--- config.mk ---
export PLATFORM = sky130hd
export DESIGN_NAME = sb_ctrl
export DESIGN_NICKNAME = d
export VERILOG_FILES = /design/src/rtl/sb_pkg.sv /design/src/rtl/sb_issue_sel.sv /design/src/rtl/sb_result_table.sv /design/src/rtl/sb_unit_slot.sv /design/src/rtl/sb_ctrl.sv
export SDC_FILE = /design/constraint.sdc
export NUM_CORES = 1
export LEC_CHECK = 0
export BUFFER_PORTS_ARGS = -buffer_cell sky130_fd_sc_hd__buf_4
export CORE_MARGIN = 2
export CORE_UTILIZATION = 40
export DETAILED_ROUTE_END_ITERATION = 16
export GPL_TIMING_DRIVEN = 0
export SLEW_MARGIN = 20
export SYNTH_ARGS = -nofsm -noshare
export SYNTH_HDL_FRONTEND = slang
export SYNTH_SLANG_ARGS = --single-unit
export TNS_END_PERCENT = 5
--- constraint.sdc ---
create_clock -name clk -period 3.5 [get_ports clk]
set_clock_uncertainty 0.15 [all_clocks]
set_input_delay 0.175 -clock clk [delete_from_list [all_inputs] [get_ports clk]]
set_output_delay 0.175 -clock clk [all_outputs]
set_load 0.05 [all_outputs]
--- src/rtl/sb_pkg.sv ---
// Shared types of the scoreboard controller: unit identifiers, operation
// codes and the per-unit lifecycle phase.
package sb_pkg;
    localparam int NUM_FU = 5;

    typedef enum logic [2:0] {
        FU_INT  = 3'd0,
        FU_MUL1 = 3'd1,
        FU_MUL2 = 3'd2,
        FU_ADD  = 3'd3,
        FU_DIV  = 3'd4,
        FU_NONE = 3'd5
    } fu_id_t;

    typedef enum logic [2:0] {
        OP_LOAD = 3'd0,
        OP_ADD  = 3'd1,
        OP_SUB  = 3'd2,
        OP_MUL  = 3'd3,
        OP_DIV  = 3'd4
    } op_t;

    typedef enum logic [1:0] {
        PH_IDLE = 2'd0,
        PH_WAIT = 2'd1,
        PH_EXEC = 2'd2,
        PH_DONE = 2'd3
    } phase_t;
endpackage

--- src/rtl/sb_issue_sel.sv ---
// Issue selector: maps the operation code to a functional unit and decides
// whether the head instruction may be accepted.
// Assumes: busy and pend_dst are registered state from the start of the cycle.
module sb_issue_sel
    import sb_pkg::*;
(
    input  logic [2:0]        op,
    input  logic [NUM_FU-1:0] busy,
    input  fu_id_t            pend_dst,
    output fu_id_t            fu,
    output logic              ok
);
    logic [7:0] busy_pad;

    // Pick the target unit and check the structural and WAW conditions.
    always_comb begin
        busy_pad = 8'(busy);
        case (op)
            OP_LOAD:        fu = FU_INT;
            OP_ADD, OP_SUB: fu = FU_ADD;
            OP_MUL:         fu = busy[FU_MUL1] ? FU_MUL2 : FU_MUL1;
            OP_DIV:         fu = FU_DIV;
            default:        fu = FU_NONE;
        endcase
        ok = (fu != FU_NONE) && !busy_pad[fu] && (pend_dst == FU_NONE);
    end
endmodule

--- src/rtl/sb_result_table.sv ---
// Register result table: one entry per register naming the unit that will
// write it next, or FU_NONE.
// Assumes: an issue never targets a register cleared in the same cycle
// (issue requires the registered entry to be empty).
module sb_result_table
    import sb_pkg::*;
#(
    parameter int REGS = 32,
    parameter int RW   = $clog2(REGS)
) (
    input  logic              clk,
    input  logic              rst_n,
    input  logic              issue_fire,
    input  logic [RW-1:0]     issue_dst,
    input  fu_id_t            issue_fu,
    input  logic [NUM_FU-1:0] wb_vec,
    input  logic [RW-1:0]     fi [NUM_FU],
    output fu_id_t            pend [REGS]
);
    // Clear entries of retiring units, then claim the new destination.
    always_ff @(posedge clk) begin
        if (!rst_n) begin
            for (int r = 0; r < REGS; r++) pend[r] <= FU_NONE;
        end else begin
            for (int u = 0; u < NUM_FU; u++)
                if (wb_vec[u]) pend[fi[u]] <= FU_NONE;
            if (issue_fire) pend[issue_dst] <= issue_fu;
        end
    end
endmodule

--- src/rtl/sb_unit_slot.sv ---
// One functional-unit record: destination, sources, producer tags, ready
// flags and a fixed-latency execution countdown.
// Assumes: alloc only arrives while idle; war_hold comes from the other slots.
module sb_unit_slot
    import sb_pkg::*;
#(
    parameter int RW  = 5,
    parameter int CW  = 6,
    parameter int LAT = 2
) (
    input  logic              clk,
    input  logic              rst_n,
    input  logic              alloc,
    input  logic [RW-1:0]     a_dst,
    input  logic [RW-1:0]     a_src1,
    input  logic [RW-1:0]     a_src2,
    input  logic              a_use,
    input  fu_id_t            a_q1,
    input  fu_id_t            a_q2,
    input  logic              a_r1,
    input  logic              a_r2,
    input  logic [NUM_FU-1:0] wb_vec,
    input  logic              war_hold,
    output logic              busy,
    output logic [RW-1:0]     fi,
    output logic [RW-1:0]     fj,
    output logic [RW-1:0]     fk,
    output logic              uses,
    output logic              rj,
    output logic              rk,
    output logic              rd_grant,
    output logic              wb_grant
);
    phase_t        phase;
    fu_id_t        qj, qk;
    logic [CW-1:0] cnt;
    logic [7:0]    wb_pad;

    // Grants and wake-up lookups from the registered record.
    always_comb begin
        wb_pad   = 8'(wb_vec);
        busy     = (phase != PH_IDLE);
        rd_grant = (phase == PH_WAIT) && rj && rk;
        wb_grant = (phase == PH_DONE) && !war_hold;
    end

    // Lifecycle: fill at issue, wake on producer retire, count, retire.
    always_ff @(posedge clk) begin
        if (!rst_n) begin
            phase <= PH_IDLE;
            qj    <= FU_NONE;
            qk    <= FU_NONE;
            rj    <= 1'b0;
            rk    <= 1'b0;
            cnt   <= '0;
            fi    <= '0;
            fj    <= '0;
            fk    <= '0;
            uses  <= 1'b0;
        end else begin
            case (phase)
                PH_IDLE: if (alloc) begin
                    phase <= PH_WAIT;
                    fi    <= a_dst;
                    fj    <= a_src1;
                    fk    <= a_src2;
                    uses  <= a_use;
                    qj    <= a_q1;
                    qk    <= a_q2;
                    rj    <= a_r1;
                    rk    <= a_r2;
                end
                PH_WAIT: if (rd_grant) begin
                    rj    <= 1'b0;
                    rk    <= 1'b0;
                    cnt   <= CW'(LAT - 1);
                    phase <= PH_EXEC;
                end else begin
                    if (qj != FU_NONE && wb_pad[qj]) begin
                        rj <= 1'b1;
                        qj <= FU_NONE;
                    end
                    if (qk != FU_NONE && wb_pad[qk]) begin
                        rk <= 1'b1;
                        qk <= FU_NONE;
                    end
                end
                PH_EXEC: if (cnt == '0) phase <= PH_DONE;
                         else           cnt   <= cnt - 1'b1;
                PH_DONE: if (wb_grant) phase <= PH_IDLE;
                default: phase <= PH_IDLE;
            endcase
        end
    end

    // an operand read lasts exactly one cycle.
    a_r3_single_read: assert property (@(posedge clk) disable iff (!rst_n)
        rd_grant |=> !rd_grant);

    // retirement is preceded by the execution countdown, never by a read.
    a_r5_exec_before_done: assert property (@(posedge clk) disable iff (!rst_n)
        $rose(wb_grant) |-> !$past(rd_grant));
endmodule

--- src/rtl/sb_ctrl.sv ---
// Scoreboard controller top: in-order issue into five functional-unit
// records, out-of-order operand read and write-back under RAW/WAR/WAW rules.
// Assumes: decisions use state registered at the start of each cycle; a
// consumer accepted in its producer's retire cycle sees the source as ready.
module sb_ctrl
    import sb_pkg::*;
#(
    parameter int REGS     = 32,
    parameter int LAT_LOAD = 1,
    parameter int LAT_ADD  = 2,
    parameter int LAT_MUL  = 10,
    parameter int LAT_DIV  = 40,
    localparam int RW      = $clog2(REGS)
) (
    input  logic              clk,
    input  logic              rst_n,
    input  logic              in_valid,
    output logic              in_ready,
    input  logic [2:0]        in_op,
    input  logic [RW-1:0]     in_dst,
    input  logic [RW-1:0]     in_src1,
    input  logic [RW-1:0]     in_src2,
    output logic [NUM_FU-1:0] rd_grant,
    output logic [NUM_FU-1:0] wb_grant
);
    localparam int LAT_M1  = (LAT_LOAD > LAT_ADD) ? LAT_LOAD : LAT_ADD;
    localparam int LAT_M2  = (LAT_MUL > LAT_DIV) ? LAT_MUL : LAT_DIV;
    localparam int LAT_MAX = (LAT_M1 > LAT_M2) ? LAT_M1 : LAT_M2;
    localparam int CW      = $clog2(LAT_MAX + 1);

    fu_id_t            pend [REGS];
    fu_id_t            issue_fu, q1_raw, q2_raw, q1, q2;
    logic              issue_ok, issue_fire, use_src, r1, r2;
    logic [7:0]        wb_pad;
    logic [NUM_FU-1:0] busy, uses, rj, rk, war_hold;
    logic [RW-1:0]     fi [NUM_FU];
    logic [RW-1:0]     fj [NUM_FU];
    logic [RW-1:0]     fk [NUM_FU];

    sb_issue_sel u_sel (
        .op       (in_op),
        .busy     (busy),
        .pend_dst (pend[in_dst]),
        .fu       (issue_fu),
        .ok       (issue_ok)
    );

    // Handshake and producer tags, with wake-up from this cycle's retirements.
    always_comb begin
        in_ready   = issue_ok;
        issue_fire = in_valid && issue_ok;
        wb_pad     = 8'(wb_grant);
        use_src    = (in_op != OP_LOAD);
        q1_raw     = pend[in_src1];
        q2_raw     = pend[in_src2];
        r1 = !use_src || (q1_raw == FU_NONE) || wb_pad[q1_raw];
        r2 = !use_src || (q2_raw == FU_NONE) || wb_pad[q2_raw];
        q1 = r1 ? FU_NONE : q1_raw;
        q2 = r2 ? FU_NONE : q2_raw;
    end

    sb_result_table #(.REGS(REGS), .RW(RW)) u_tab (
        .clk        (clk),
        .rst_n      (rst_n),
        .issue_fire (issue_fire),
        .issue_dst  (in_dst),
        .issue_fu   (issue_fu),
        .wb_vec     (wb_grant),
        .fi         (fi),
        .pend       (pend)
    );

    // WAR: hold a retiring unit while another slot still has to read its target.
    always_comb begin
        for (int u = 0; u < NUM_FU; u++) begin
            war_hold[u] = 1'b0;
            for (int f = 0; f < NUM_FU; f++)
                if (f != u && uses[f] &&
                    ((rj[f] && fj[f] == fi[u]) || (rk[f] && fk[f] == fi[u])))
                    war_hold[u] = 1'b1;
        end
    end

    for (genvar u = 0; u < NUM_FU; u++) begin : g_fu
        localparam int LAT_U = (u == FU_INT) ? LAT_LOAD :
                               (u == FU_ADD) ? LAT_ADD  :
                               (u == FU_DIV) ? LAT_DIV  : LAT_MUL;
        sb_unit_slot #(.RW(RW), .CW(CW), .LAT(LAT_U)) u_slot (
            .clk      (clk),
            .rst_n    (rst_n),
            .alloc    (issue_fire && (issue_fu == fu_id_t'(u))),
            .a_dst    (in_dst),
            .a_src1   (in_src1),
            .a_src2   (in_src2),
            .a_use    (use_src),
            .a_q1     (q1),
            .a_q2     (q2),
            .a_r1     (r1),
            .a_r2     (r2),
            .wb_vec   (wb_grant),
            .war_hold (war_hold[u]),
            .busy     (busy[u]),
            .fi       (fi[u]),
            .fj       (fj[u]),
            .fk       (fk[u]),
            .uses     (uses[u]),
            .rj       (rj[u]),
            .rk       (rk[u]),
            .rd_grant (rd_grant[u]),
            .wb_grant (wb_grant[u])
        );

        // a retired unit is idle in the following cycle.
        a_r9_free_after_wb: assert property (@(posedge clk) disable iff (!rst_n)
            wb_grant[u] |=> !busy[u]);

        for (genvar f = 0; f < NUM_FU; f++) begin : g_pair
            if (f != u) begin : g_chk
                // no retirement over a register another unit must still read.
                a_r6_no_war_overwrite: assert property (@(posedge clk) disable iff (!rst_n)
                    (uses[f] && rj[f] && fj[f] == fi[u]) |-> !wb_grant[u]);
            end
        end
    end

    // an accepted destination is claimed by the chosen unit next cycle.
    a_r1_dest_claimed: assert property (@(posedge clk) disable iff (!rst_n)
        issue_fire |=> pend[$past(in_dst)] == $past(issue_fu));

    // only the five defined operation codes are ever accepted.
    a_r2_known_op: assert property (@(posedge clk) disable iff (!rst_n)
        issue_fire |-> in_op <= 3'd4);
endmodule

==> metrics <==
Starting Density about two fifths; Synth Area in Adders just over 2%; final hold vios 0; Worst Path Max Fanout 10; main combinational cell family by area after synthesis simple AND/OR/NAND/NOR gates; TritonCTS Sinks between 200 and 300; GR Overflow Total 0; CP most frequent cell buf_2; Clock Latency Late Sink 0.61 ns; LEAKAGE around 7.6 nW; compound-cell area share of the yosys netlist 17.3%; layout cells sized above 1 around 15%; worst path arrival time 3.92 ns; CTS Buf Count 30; min cycle time layout 3.62 ns; width of the die 213 µm; final core utilization ~47%; worst path required time approximately 3.8 ns; starting DRC count in detailed routing slightly above 2000; initial antenna violation count 2; Reg2Reg Setup Slack -0.11 ns; final worst slack -0.124 ns; FFs w/ async S/R, synth 0%; max incr delay on CP roughly 0.94 ns; failing checks negative setup slack; P per Cell Area approximately 410 mW/mm²; critical path class in -> reg; gr usage total 33.2%; Placement Cell Area 0.0184 mm²; syn_nets between 2000 and 2500; reg2reg end u_tab.pend[80]$_SDFF_PN1_; root buf cell clkbuf_16; R2R depth 12; worst vdd ir 0.000343 V; nets@finish about 2200; Synth area leader dfxtp_1; Pre-antenna DRT Iters 6; Final setup violation count 30; synth cell count leaders dfxtp_1 (256), nor2_1 (187), xnor2_1 (156), nand2_1 (151), mux2i_1 (123); H-tree Lvls 1; headroom to the max-slew limit ~17%; Core Area 0.0432 mm²; global-route wire length before repair roughly 110000 µm; remaining antenna violation count 0; Clock Path Buffers 3; I/O Buffers 20; post-synthesis mux area share between 10 and 15%; largest net degree at the start of global routing 16; area of the mapped netlist approximately 0.017 mm²; hold path start in_op[2]; Yosys reg bits approximately 260; slowest CP cell buf_1; Die Area around 0.045 mm²; Crit Reg-Reg Startpoint g_fu[4].u_slot.fi[1]$_SDFFE_PN0P_; Tightest Hold Check Type in -> reg; Post-Synth XOR/XNOR Area between 10 and 15%; f_max about 280 MHz; DR DRC count 0; TritonCTS clock tree built; GPL Wtd Cong 0.983; Cells after Synth about 2100; CP endpoint kind flip-flop; DPL Wire Length between 50000 and 60000 µm; WL final 76700 µm; Area Overhead vs Synth 15.5%; measured slew at the worst slew-check pin between 1 and 1.5 ns; Via density ~6.4; Unique masters post-synth 86; Avg WL per Cell between 20 and 30 µm; Synth Area in Simple Gates between 20% and 30%; Main synth FF type dfxtp_1; sequential fraction of the synthesis area between 20 and 30%; synth top area cells dfxtp_1 (29%), xnor2_1 (7.8%), mux2i_1 (7.0%); cell chain of the critical path buf_2 > buf_2 > buf_2 > nor2_1 > a32oi_1 > nand4_1 > a31oi_1 > nor4_4 > nand3_1 > buf_1 > mux2i_1 > nor2_1; vias in the first global route 16752; Cell Rows 76; count of pins over their slew limit 0; # IOs 32; RSZ-0062 raised after global routing yes; final cycle utilization of the critical path 104%; Synth warnings 0; syn_area_per_cell between 8 and 9 µm²; CP startpoint in_dst[1]; Yosys top cell area share roughly 30%; Worst-path clk slew ~0.060 ns; Die Height around 210 µm; Setup crit end g_fu[4].u_slot.fj[2]$_SDFFE_PN0P_; Post-synth EDFFs 0; Via Count between 15000 and 20000; top-count cell post-synth dfxtp_1; Max-Cap Viols 0; Total Neg Setup Slack -1.64 ns; type of origin of the critical path input pin; Finished Cell Area a little over 0.02 mm²; status finished with violations
[metrics by stage]
step                hold WS (ns)  power, mW  instances  setup WS [ns]
floorplan                  0.276       4.40       2098          0.138
global placement           0.297       4.85       2703          -1.61
detailed placement         0.307       4.90       2705          -1.32
CTS                       0.0307       8.24       2765         -0.119
global route              0.0944       8.58       2768         -0.119
finish                    0.0657       8.28       2770         -0.124
[cell usage in the layout, fill, tap and decap left out, types with 21 or more instances in the layout]
cell and n:
nand2_1 151, dfxtp_1 252, buf_2 45, o22ai_1 29
clkbuf_16 30, buf_4 64, nor3_1 60, xnor2_1 156
nand4_1 68, a22oi_1 29, clkbuf_2 21, ha_1 27
nand3_1 45, o21ai_0 31, mux4_2 38, xor2_1 64
nor2_1 182, o22a_1 47, inv_1 94, mux2i_1 122
a21oi_1 69, clkbuf_1 74
[registers in the layout, indices dropped and copies added (netlist names)]
| register | flops |
|---|---|
| g_fu.u_slot.fk | 25 |
| g_fu.u_slot.uses | 5 |
| g_fu.u_slot.qk | 15 |
| g_fu.u_slot.fj | 25 |
| u_tab.pend | 96 |
| g_fu.u_slot.rj | 5 |
| g_fu.u_slot.cnt | 30 |
| g_fu.u_slot.qj | 15 |
| g_fu.u_slot.fi | 25 |
| g_fu.u_slot.phase | 10 |
| g_fu.u_slot.rk | 5 |
[layer usage]
layer	GRT usage, %	part of all wire (%)	vias to the layer above	routed length (µm)
met5	0	0.017	-	13
met4	21.2	7.5	2	5730
met3	7.00	9.2	299	7040
met2	52.5	44	1116	34100
met1	41.0	39	8494	29900
li1	-	-	7720	-
[final cells by class]
cell class / instances / area [µm²]
Buffer: 195 / 1050
Fill cell: 4327 / 23000
Timing Repair Buffer: 39 / 300
Tap cell: 585 / 732
Antenna cell: 2 / 5.00
Clock inverter: 11 / 166
Sequential cell: 256 / 5130
Clock buffer: 42 / 866
Multi-Input combinational cell: 1542 / 11600
Inverter: 98 / 377
[worst max-delay path: cells and delay by family]
family	cells	cell delay [ns]
buffers and inverters	4	1.90
AO/OA/AOI/OAI	2	0.88
AND/OR/NAND/NOR	5	0.66
multiplexers	1	0.29
[worst min path at each step]
stage / depth (start not counted) / end / slack [ns]
4_1_cts: 4 / g_fu[4].u_slot.qj[1]$_SDFFE_PN0P_ / 0.03
2_1_floorplan: 1 / g_fu[0].u_slot.qj[2]$_SDFFE_PN1P_ / 0.28
3_5_place_dp: 2 / g_fu[4].u_slot.uses$_SDFFE_PN0P_ / 0.31
5_1_grt: 4 / g_fu[4].u_slot.qj[1]$_SDFFE_PN0P_ / 0.09
6_report: 4 / g_fu[4].u_slot.qj[1]$_SDFFE_PN0P_ / 0.07
3_3_place_gp: 2 / g_fu[4].u_slot.uses$_SDFFE_PN0P_ / 0.30
[cells by family after synthesis]
group / Yosys count
DFF: 256
xor gates and xnor gates: 220
muxes: 163
AOI/OAI and AO/OA: 410
adders and majority gates: 29
buffers and inverters: 300
and+or+nand+nor: 720
[power by group]
part	total (mW)	internal, mW	switching [mW]	leakage [nW]
logic	1.71	0.623	1.09	5.05
registers	3.24	3.08	0.163	2.07
clock network	3.33	2.00	1.32	0.513
[repair_timing]
item                                   4_1_cts  5_1_grt
endpoints found under the hold margin       10        0
buffers inserted                             7        6
setup endpoints to repair                  160      183
gates resized for setup                    107       70
pin swaps                                    5        7
hold buffers                                 4        0
No activity file was read; power rests on OpenSTA's default activity.
